**config.mk**
```make
export PLATFORM = sky130hd
export DESIGN_NAME = boot_seq_ctrl
export DESIGN_NICKNAME = d
export VERILOG_FILES = /design/src/rtl/boot_seq_pkg.sv /design/src/rtl/boot_rst_sync.sv /design/src/rtl/boot_xfer_cnt.sv /design/src/rtl/boot_wait_timer.sv /design/src/rtl/boot_seq_ctrl.sv
export SDC_FILE = /design/constraint.sdc
export NUM_CORES = 1
export LEC_CHECK = 0
export ABC_CLOCK_PERIOD_IN_PS = 1990
export BUFFER_PORTS_ARGS = -buffer_cell sky130_fd_sc_hd__buf_4
export CAP_MARGIN = 40
export CORE_ASPECT_RATIO = 0.6
export CORE_MARGIN = 2
export CORE_UTILIZATION = 45
export DETAILED_ROUTE_END_ITERATION = 8
export GPL_TIMING_DRIVEN = 0
export PLACE_DENSITY = 0.74
export SETUP_SLACK_MARGIN = 0.3
export SLEW_MARGIN = 20
export SYNTH_ARGS = -nofsm -noshare
export SYNTH_HDL_FRONTEND = slang
export SYNTH_SLANG_ARGS = --single-unit
```
**constraint.sdc**
```tcl
create_clock -name clk_i -period 1.99 [get_ports clk_i]
set_input_delay 0.398 -clock clk_i [delete_from_list [all_inputs] [get_ports clk_i]]
set_output_delay 0.398 -clock clk_i [all_outputs]
set_load 0.01 [all_outputs]
```
**src/rtl/boot_seq_pkg.sv**
```systemverilog
package boot_seq_pkg;

  typedef enum logic [2:0] {
    ST_IDLE     = 3'd0,
    ST_INIT     = 3'd1,
    ST_OTP_REST = 3'd2,
    ST_EE_REST  = 3'd3,
    ST_DONE     = 3'd4
  } boot_state_e;

  typedef enum logic [1:0] {
    BM_OTP  = 2'b00,
    BM_EE   = 2'b01,
    BM_BOTH = 2'b10,
    BM_RSVD = 2'b11
  } boot_mode_e;

  // Phase that follows the leading OTP block
  function automatic boot_state_e after_init(input logic [1:0] fld);
    boot_mode_e m;
    m = boot_mode_e'(fld);
    return (m == BM_EE) ? ST_EE_REST : ST_OTP_REST;
  endfunction

  // Phase that follows the OTP remainder
  function automatic boot_state_e after_otp_rest(input logic [1:0] fld);
    boot_mode_e m;
    m = boot_mode_e'(fld);
    return (m == BM_BOTH) ? ST_EE_REST : ST_DONE;
  endfunction

endpackage

```
**src/rtl/boot_rst_sync.sv**
```systemverilog
module boot_rst_sync #(
  parameter int STAGES = 2
) (
  input  logic clk_i,
  input  logic por_i,
  input  logic ext_rst_n_i,
  output logic rst_o
);
  logic              raw_rst;
  logic [STAGES-1:0] chain;

  assign raw_rst = por_i | ~ext_rst_n_i;

  // asynchronous entry, release after STAGES edges
  always_ff @(posedge clk_i or posedge raw_rst) begin
    if (raw_rst) chain <= '1;
    else         chain <= {chain[STAGES-2:0], 1'b0};
  end

  assign rst_o = chain[STAGES-1];
endmodule

```
**src/rtl/boot_xfer_cnt.sv**
```systemverilog
module boot_xfer_cnt #(
  parameter int LEN = 4,
  parameter int CW  = 3
) (
  input  logic          clk_i,
  input  logic          rst_i,
  input  logic          clr_i,
  input  logic          step_i,
  output logic [CW-1:0] idx_o,
  output logic          last_o
);
  always_ff @(posedge clk_i or posedge rst_i) begin
    if (rst_i)       idx_o <= '0;
    else if (clr_i)  idx_o <= '0;
    else if (step_i) idx_o <= idx_o + 1'b1;
  end

  assign last_o = (idx_o == CW'(LEN - 1));
endmodule

```
**src/rtl/boot_wait_timer.sv**
```systemverilog
module boot_wait_timer #(
  parameter int LIMIT = 65535,
  parameter int TW    = 16
) (
  input  logic clk_i,
  input  logic rst_i,
  input  logic wait_i,
  output logic expire_o
);
  logic [TW-1:0] cnt;

  always_ff @(posedge clk_i or posedge rst_i) begin
    if (rst_i)       cnt <= '0;
    else if (wait_i) cnt <= cnt + 1'b1;
    else             cnt <= '0;
  end

  // the LIMIT-th consecutive waiting cycle
  assign expire_o = wait_i && (cnt == TW'(LIMIT - 1));
endmodule

```
**src/rtl/boot_seq_ctrl.sv**
```systemverilog
module boot_seq_ctrl
  import boot_seq_pkg::*;
#(
  parameter int REG_AW    = 8,
  parameter int DW        = 8,
  parameter int EE_AW     = 8,
  parameter int INIT_LEN  = 4,
  parameter int TOTAL_LEN = 12,
  parameter int BOOT_ADDR = 2,
  parameter int BOOT_LSB  = 0,
  parameter int TIMEOUT   = 65535
) (
  input  logic              clk_i,
  input  logic              por_i,
  input  logic              ext_rst_n_i,
  output logic              otp_req_o,
  output logic [REG_AW-1:0] otp_addr_o,
  input  logic              otp_ack_i,
  input  logic [DW-1:0]     otp_data_i,
  output logic              ee_req_o,
  output logic [EE_AW-1:0]  ee_addr_o,
  input  logic              ee_ack_i,
  input  logic              ee_nack_i,
  input  logic [DW-1:0]     ee_data_i,
  output logic              cfg_we_o,
  output logic [REG_AW-1:0] cfg_waddr_o,
  output logic [DW-1:0]     cfg_wdata_o,
  output logic              dev_rst_o,
  output logic              slave_en_o,
  output logic              pll_start_o,
  output logic              boot_err_o
);
  localparam int REST_LEN = TOTAL_LEN - INIT_LEN;
  localparam int ICW      = $clog2(INIT_LEN + 1);
  localparam int RCW      = $clog2(REST_LEN + 1);
  localparam int TW       = $clog2(TIMEOUT + 1);

  function automatic logic [REG_AW-1:0] init_addr(input logic [ICW-1:0] i);
    return REG_AW'(i);
  endfunction

  function automatic logic [REG_AW-1:0] rest_addr(input logic [RCW-1:0] i);
    return REG_AW'(INIT_LEN) + REG_AW'(i);
  endfunction

  // named internal events
  logic            rst;
  boot_state_e     st, st_nx;
  logic [1:0]      boot_fld, fld_eff;
  logic [ICW-1:0]  init_idx;
  logic [RCW-1:0]  rest_idx;
  logic            init_last, rest_last;
  logic            otp_hit, ee_hit, ee_fail_evt, ee_tmo, ee_wait;
  logic            boot_hit, phase_chg, rest_step;
  logic            pll_q, err_q;

  boot_rst_sync #(.STAGES(2)) u_rst (
    .clk_i(clk_i), .por_i(por_i), .ext_rst_n_i(ext_rst_n_i), .rst_o(rst)
  );

  boot_xfer_cnt #(.LEN(INIT_LEN), .CW(ICW)) u_init_cnt (
    .clk_i(clk_i), .rst_i(rst), .clr_i(1'b0), .step_i(otp_hit && st == ST_INIT),
    .idx_o(init_idx), .last_o(init_last)
  );

  boot_xfer_cnt #(.LEN(REST_LEN), .CW(RCW)) u_rest_cnt (
    .clk_i(clk_i), .rst_i(rst), .clr_i(phase_chg), .step_i(rest_step),
    .idx_o(rest_idx), .last_o(rest_last)
  );

  boot_wait_timer #(.LIMIT(TIMEOUT), .TW(TW)) u_tmo (
    .clk_i(clk_i), .rst_i(rst), .wait_i(ee_wait), .expire_o(ee_tmo)
  );

  // request ports
  assign otp_req_o  = (st == ST_INIT) || (st == ST_OTP_REST);
  assign otp_addr_o = (st == ST_INIT) ? init_addr(init_idx) : rest_addr(rest_idx);
  assign ee_req_o   = (st == ST_EE_REST);
  assign ee_addr_o  = EE_AW'(rest_idx);

  assign otp_hit     = otp_req_o && otp_ack_i;
  assign ee_hit      = ee_req_o && ee_ack_i && !ee_nack_i;
  assign ee_wait     = ee_req_o && !ee_ack_i && !ee_nack_i;
  assign ee_fail_evt = ee_req_o && (ee_nack_i || ee_tmo);
  assign rest_step   = (otp_hit && st == ST_OTP_REST) || ee_hit;

  // boot selector snooped from the leading block
  assign boot_hit = (st == ST_INIT) && otp_hit && (init_idx == ICW'(BOOT_ADDR));
  assign fld_eff  = boot_hit ? otp_data_i[BOOT_LSB +: 2] : boot_fld;

  always_ff @(posedge clk_i or posedge rst) begin
    if (rst)           boot_fld <= 2'b00;
    else if (boot_hit) boot_fld <= otp_data_i[BOOT_LSB +: 2];
  end

  // register bank write stream
  assign cfg_we_o    = otp_hit || ee_hit;
  assign cfg_waddr_o = (st == ST_INIT) ? init_addr(init_idx) : rest_addr(rest_idx);
  assign cfg_wdata_o = otp_hit ? otp_data_i : ee_data_i;

  always_comb begin
    st_nx = st;
    unique case (st)
      ST_IDLE:     st_nx = ST_INIT;
      ST_INIT:     if (otp_hit && init_last) st_nx = after_init(fld_eff);
      ST_OTP_REST: if (otp_hit && rest_last) st_nx = after_otp_rest(boot_fld);
      ST_EE_REST: begin
        if (ee_fail_evt)             st_nx = ST_DONE;
        else if (ee_hit && rest_last) st_nx = ST_DONE;
      end
      ST_DONE:     st_nx = ST_DONE;
      default:     st_nx = ST_IDLE;
    endcase
  end

  assign phase_chg = (st_nx != st);

  always_ff @(posedge clk_i or posedge rst) begin
    if (rst) begin
      st    <= ST_IDLE;
      pll_q <= 1'b0;
      err_q <= 1'b0;
    end else begin
      st    <= st_nx;
      pll_q <= (st_nx == ST_DONE) && (st != ST_DONE);
      err_q <= err_q | ee_fail_evt;
    end
  end

  assign dev_rst_o   = rst;
  assign slave_en_o  = (st == ST_DONE);
  assign pll_start_o = pll_q;
  assign boot_err_o  = err_q;
endmodule

```
-- Word level (Yosys, flattened, before mapping)
Index checks and enable logic that the tools add are counted.
- register bits after elaboration: 32
- output and inout port bits: 39
- add/subtract/negate cells: 4
- equality and inequality tests: 13
- multiplexer cells: 13
- bitwise gates (word level): 3
- reduce and logical (&&, ||, !) cells: 22
- operators by type and width (operator ; count):
    adder 16 x 1 -> 16 bit (second input constant) ; 1
    equality test 16 bit (second input constant) ; 1
    two-way mux 16 bit ; 1
    two-way mux 3 bit ; 5
    one-hot mux 3 bit (5 select lines) ; 1
    logical AND 1 bit ; 14
    equality test 3 x 2 -> 1 bit (second input constant) ; 4
    two-way mux 4 bit ; 2
    two-way mux 8 bit ; 1
    equality test 3 bit (second input constant) ; 2
    adder 3 x 4 -> 5 bit (first input constant) ; 1
    two-way mux 5 bit ; 1
    adder 4 x 1 -> 4 bit (second input constant) ; 1
    equality test 4 x 3 -> 1 bit (second input constant) ; 1
    logical OR 1 bit ; 4
    adder 3 x 1 -> 3 bit (second input constant) ; 1
    equality test 3 x 1 -> 1 bit (second input constant) ; 1
    zero test 3 bit ; 1
    != test 3 bit ; 1
    != test 3 bit (second input constant) ; 1
    equality test 2 x 1 -> 1 bit (second input constant) ; 1
    equality test 2 bit (second input constant) ; 1
    zero test 1 bit ; 2
    two-way mux 2 bit ; 1
    other kinds (4) ; 5

-- Depth between registers and ports, before layout
- depth after elaboration: 12
- gate-level depth with buffers: 6
- gate-level depth less buffers: 6

-- Hierarchy
From an unflattened synthesis, not the netlist that was laid out.
- cells, all modules: 200
- area, all modules: 2043.2 µm²
- modules (own cells, without submodules) (module ; instances ; cells each ; area each (µm²) ; seq. area each (µm²)):
    boot_wait_timer ; 1 ; 78 ; 837.1 ; 400.4
    boot_seq_ctrl ; 1 ; 86 ; 787.0 ; 175.2
    boot_xfer_cnt (u_rest_cnt) ; 1 ; 19 ; 203.9 ; 100.1
    boot_xfer_cnt (u_init_cnt) ; 1 ; 13 ; 145.1 ; 75.1
    boot_rst_sync ; 1 ; 4 ; 70.1 ; 52.6

-- Worst setup path before layout
No wires, ideal clock.
- kind: register to output
- start: register st[1]
- end: output otp_addr_o[0]
- data arrival time: 1629 ps
- data required time: 1592 ps
- setup slack: -37 ps
- stages on the path, launching flop included: 5
- path buffers: 2
- cells stage by stage: dfrtp_1 buf_2 nor3b_1 mux2_2 buf_4
- word-level cells in the longest chain between the ends: 2
- RTL lines (what ; line ; source):
    start: declaration ; boot_seq_ctrl.sv:48 ; boot_state_e st, st_nx;
    start signal: assignment ; boot_seq_ctrl.sv:124 ; st <= st_nx;
    equality test 3 x 1 -> 1 bit ; - ;
    two-way mux 5 bit ; - ;
    end: declaration ; boot_seq_ctrl.sv:17 ; output logic [REG_AW-1:0] otp_addr_o,
Every way passes these cells.

-- Final worst setup path
- start: register st[2]
- end: output cfg_wdata_o[0]
- word-level cells in the longest chain between the ends: 4
- elaborated cells on any way between the ends: 5
- those cells by class: 2 x eq/ne; 1 x mux; 2 x reduce/logical
- RTL lines (what ; line ; source):
    equality test 3 x 1 -> 1 bit or equality test 3 x 2 -> 1 bit (tied branches) ; boot_seq_ctrl.sv:76 ; assign otp_req_o = (st == ST_INIT) || (st == ST_OTP_REST);
    logical OR 1 bit (*) ; boot_seq_ctrl.sv:76 ;
    logical AND 1 bit (*) ; boot_seq_ctrl.sv:81 ; assign otp_hit = otp_req_o && otp_ack_i;
    two-way mux 8 bit (*) ; boot_seq_ctrl.sv:99 ; assign cfg_wdata_o = otp_hit ? otp_data_i : ee_data_i;
    end: declaration ; boot_seq_ctrl.sv:27 ; output logic [DW-1:0] cfg_wdata_o,
Every way passes the cells marked *; elsewhere a longest branch is shown, timed or not.

==> impl_results.md <==
- Clk pwr share: a little over an eighth
- Asr flop ratio synth: between 90% and 100%
- Worst hold-check path type: primary input to async pin
- Routed WL: 6.18 mm
- Setup ws final: -0.0982 ns
- Fin crit share: 105%
- Via density: 5.33
- Dpl hpwl: approximately 3.5 mm
- FMAX: approximately 480 MHz
- Syn Std Cell Area: 2030 µm²
- Syn Inst Count: 224
- Dpl ws: 0.0531 ns
- Max VDD drop: around 0.00077 V
- DRC errors left: 0
- Port bufs: 50
- Largest net degree at the start of global routing: 31
- Clock insertion delay at the later pin of the skew report: ~0.29 ns
- Slowest cell on the critical path: dfrtp_1
- Die area: 5080 µm²
- Finish-stage setup viols: 15
- YS warnings: 0
- Synth top area share: between 30% and 40%
- Antenna violations before repair: 0
- Layout cells sized above 1: about half
- Total grt overflow: 0
- Total vias in the final route: 2009
- Placer Congestion: a little under 0.8
- Ant diodes: 0
- Synth top area cells: dfrtp_1, nand2_1, buf_4, ha_1, xnor2_1
- M2 GR Usage: about 31%
- RSZ-0062 raised after global routing: true
- Nets: between 300 and 400
- Routed WL per cell: between 15 and 20 µm
- Maximum fanout along the worst path: 8
- Post-Route Setup TNS: -0.989 ns
- CP Data Required Time: between 1.5 and 2 ns
- FILL cells: about 270
- H-Tree Depth: 2
- CTS sink cnt: 32
- Num ports: between 60 and 70
- Max Slew Vio Count: 0
- Pre-antenna DRT Iters: 5
- Global-route wire length before repair: roughly 8.4 mm
- Main synth FF type: dfrtp_1
- Largest stage delay, worst path: 0.40 ns
- Max Clock Skew: around 0.011 ns
- Int Pwr: 2380 µW
- Most used routing layer: met2
- Worst R2R Setup Slack: around 0.15 ns
- Flop pwr share: ~22%
- Failing checks: setup timing
- Synth cell types: a little under 50
- Register area share after synthesis: between 30 and 40%
- Clk slew on worst S/H paths: ~0.06 ns
- Worst path arrival time: around 1.7 ns
- Max Root-Sink Buffers: 2
- Worst-Margin Slew: 0.652 ns
- Total track usage: about a fifth
- Dominant cell type by area after synthesis: dfrtp_1
- Met1 GRT Util: 30.7%
- Vias in the first global route: about 1.7k
- Crit Path Category: register to output pin
- Antenna Nets Post-Route: 0
- Tmin final: approximately 2.1 ns
- Num CTS Buffers: 5
- Run status: complete, but fails checks
- Hold Vio Cnt, Final: 0
- Sw power: 1450 µW
- Rel. slew slack: between 50 and 60%
- Root buf cell: clkbuf_8
- CP cell instances: buf_6 > nand2b_4 > or2_4 > clkbuf_16 > nand2_1 > nand2_1 > buf_6
- Post-synth EDFFs: 0
- Lkg Pwr: 0.00148 µW
- Pwr/cell area: approximately 1200 nW/µm²
- FP Rows: 18
- TritonCTS clock tree: done
- Critical Path Source Type: register
- CP Capture Type: output pin
- Chip Height: approximately 56 µm
- Die width: 90.7 µm
- Met3 Use GR: 5.69%
- Comb pwr share: between 60% and 70%
- Effective utilization at floorplan: 48.2%
- Fin util: 76.6%
- Layout Area Growth over Synthesis: 59.0%
- Syn_area_per_cell: a little over 9 µm²
- CORE AREA: 4210 µm²
- # hold bufs at CTS: 0
- Switching share of power: around 38%
- Maxcap violations: 0
- DR iter-0 viols: 153
- Flops & latches, synth: 32
## power by group through the flow
stage                     registers [µW]  clock network, µW  logic [µW]
after floorplan                      831                  0        1010
after global placement               837                  0        1540
after detailed placement             843                  0        1560
after CTS                            824                530        2080
after global routing                 841                558        2620
final                                830                517        2470
## state kept, by name (all words and copies together) (netlist names)
signal,cells
boot_err_o,1
u_tmo.cnt,16
u_rst.chain,2
u_rest_cnt.idx_o,4
boot_fld,2
pll_start_o,1
st,3
u_init_cnt.idx_o,3
## repair_timing
action / in CTS / in global routing
pin swaps: 17 / 11
setup buffers: 14 / 11
hold endpoints to repair: 0 / 0
setup endpoints to repair: 36 / 44
gates resized for setup: 52 / 53
## worst paths after layout
check,from,endpoint,depth (start not counted)
hold reg to reg,u_rst.chain[1]$_DFF_PP1_,u_rest_cnt.idx_o[3]$_DFFE_PP0P_,1
hold / removal,ext_rst_n_i,u_rst.chain[1]$_DFF_PP1_,2
setup reg to reg,st[1]$_DFF_PP0_,st[0]$_DFF_PP0_,6
max in group asynchronous,u_rst.chain[1]$_DFF_PP1_,u_rest_cnt.idx_o[0]$_DFFE_PP0P_,1
setup / recovery,st[2]$_DFF_PP0_,cfg_wdata_o[0],7
min in group clk_i,u_rst.chain[0]$_DFF_PP1_,u_rst.chain[1]$_DFF_PP1_,0
## metrics by stage
stage	power (µW)	instances	area, µm²	hold WS, ns
2_1_floorplan	1850	234	2110	0.345
3_3_place_gp	2370	344	2560	0.346
3_5_place_dp	2400	344	2560	0.352
4_1_cts	3440	366	2960	0.218
5_1_grt	4010	377	3230	0.253
6_report	3820	377	3230	0.214
## worst max-delay path: cells and delay by family (launching register included)
kind / cells / cell delay [ns]
buffers and inverters: 3 / 0.45
flip-flops: 1 / 0.40
AND/OR/NAND/NOR: 4 / 0.56
## logic make-up after synthesis
logic type | count (synthesis) | synth area share (%)
muxes | 7 | 3.70
xor gates and xnor gates | 15 | 6.47
adders and majority gates | 8 | 4.93
buffers and inverters | 31 | 8.88
other | 1 | 0.185
AOI/OAI and AO/OA | 29 | 9.68
and+or+nand+nor | 101 | 26.6
DFF | 32 | 39.6
## layout make-up
class	instances	area, µm²	share of cell area, %
Inverter	9	33.8	1.05
Clock buffer	6	82.6	2.56
Buffer	22	216	6.71
Multi-Input combinational cell	171	1360	42.2
Timing Repair Buffer	75	642	19.9
Sequential cell	32	806	25.0
Tap cell	60	75.1	2.33
Clock inverter	2	10.0	0.310
## cell usage after synthesis (3+ instances only)
| cell type | number |
|---|---|
| dfrtp_1 | 30 |
| nand3_1 | 8 |
| nand2b_1 | 6 |
| buf_4 | 16 |
| buf_2 | 3 |
| mux2_2 | 4 |
| ha_1 | 8 |
| nand2_1 | 35 |
| mux2i_1 | 3 |
| nor2_1 | 15 |
| xor2_1 | 6 |
| clkbuf_1 | 3 |
| or3_1 | 3 |
| inv_1 | 9 |
| nand4_1 | 5 |
| a21oi_1 | 7 |
| nor3_1 | 6 |
| o21ai_0 | 6 |
| xnor2_1 | 9 |
| nor2b_1 | 3 |
| nor3b_1 | 3 |
## routing by layer
layer	vias up	wire, µm
met5	-	0
li1	926	-
met1	975	2830
met3	14	416
met4	0	80
met2	94	2850
## placed cells by master (no fill, tap or decap), types with 3 or more instances in the layout
cell and n:
dfrtp_1 28, buf_4 66, nand2_1 20, nand3_1 6
nand2b_1 5, nor2_2 5, mux2_4 4, o21ai_0 6
buf_6 30, ha_2 3, nand2_4 7, inv_1 7
nand4_1 5, nor2_1 9, clkbuf_8 6, a21oi_2 3
or3_1 3, a21oi_1 4, xor2_1 6, nand2_2 8
nor3_1 6, conb_1 11, ha_1 5, nor3b_4 3
xnor2_1 8
Note: power is estimated with default switching activity, not from simulation.
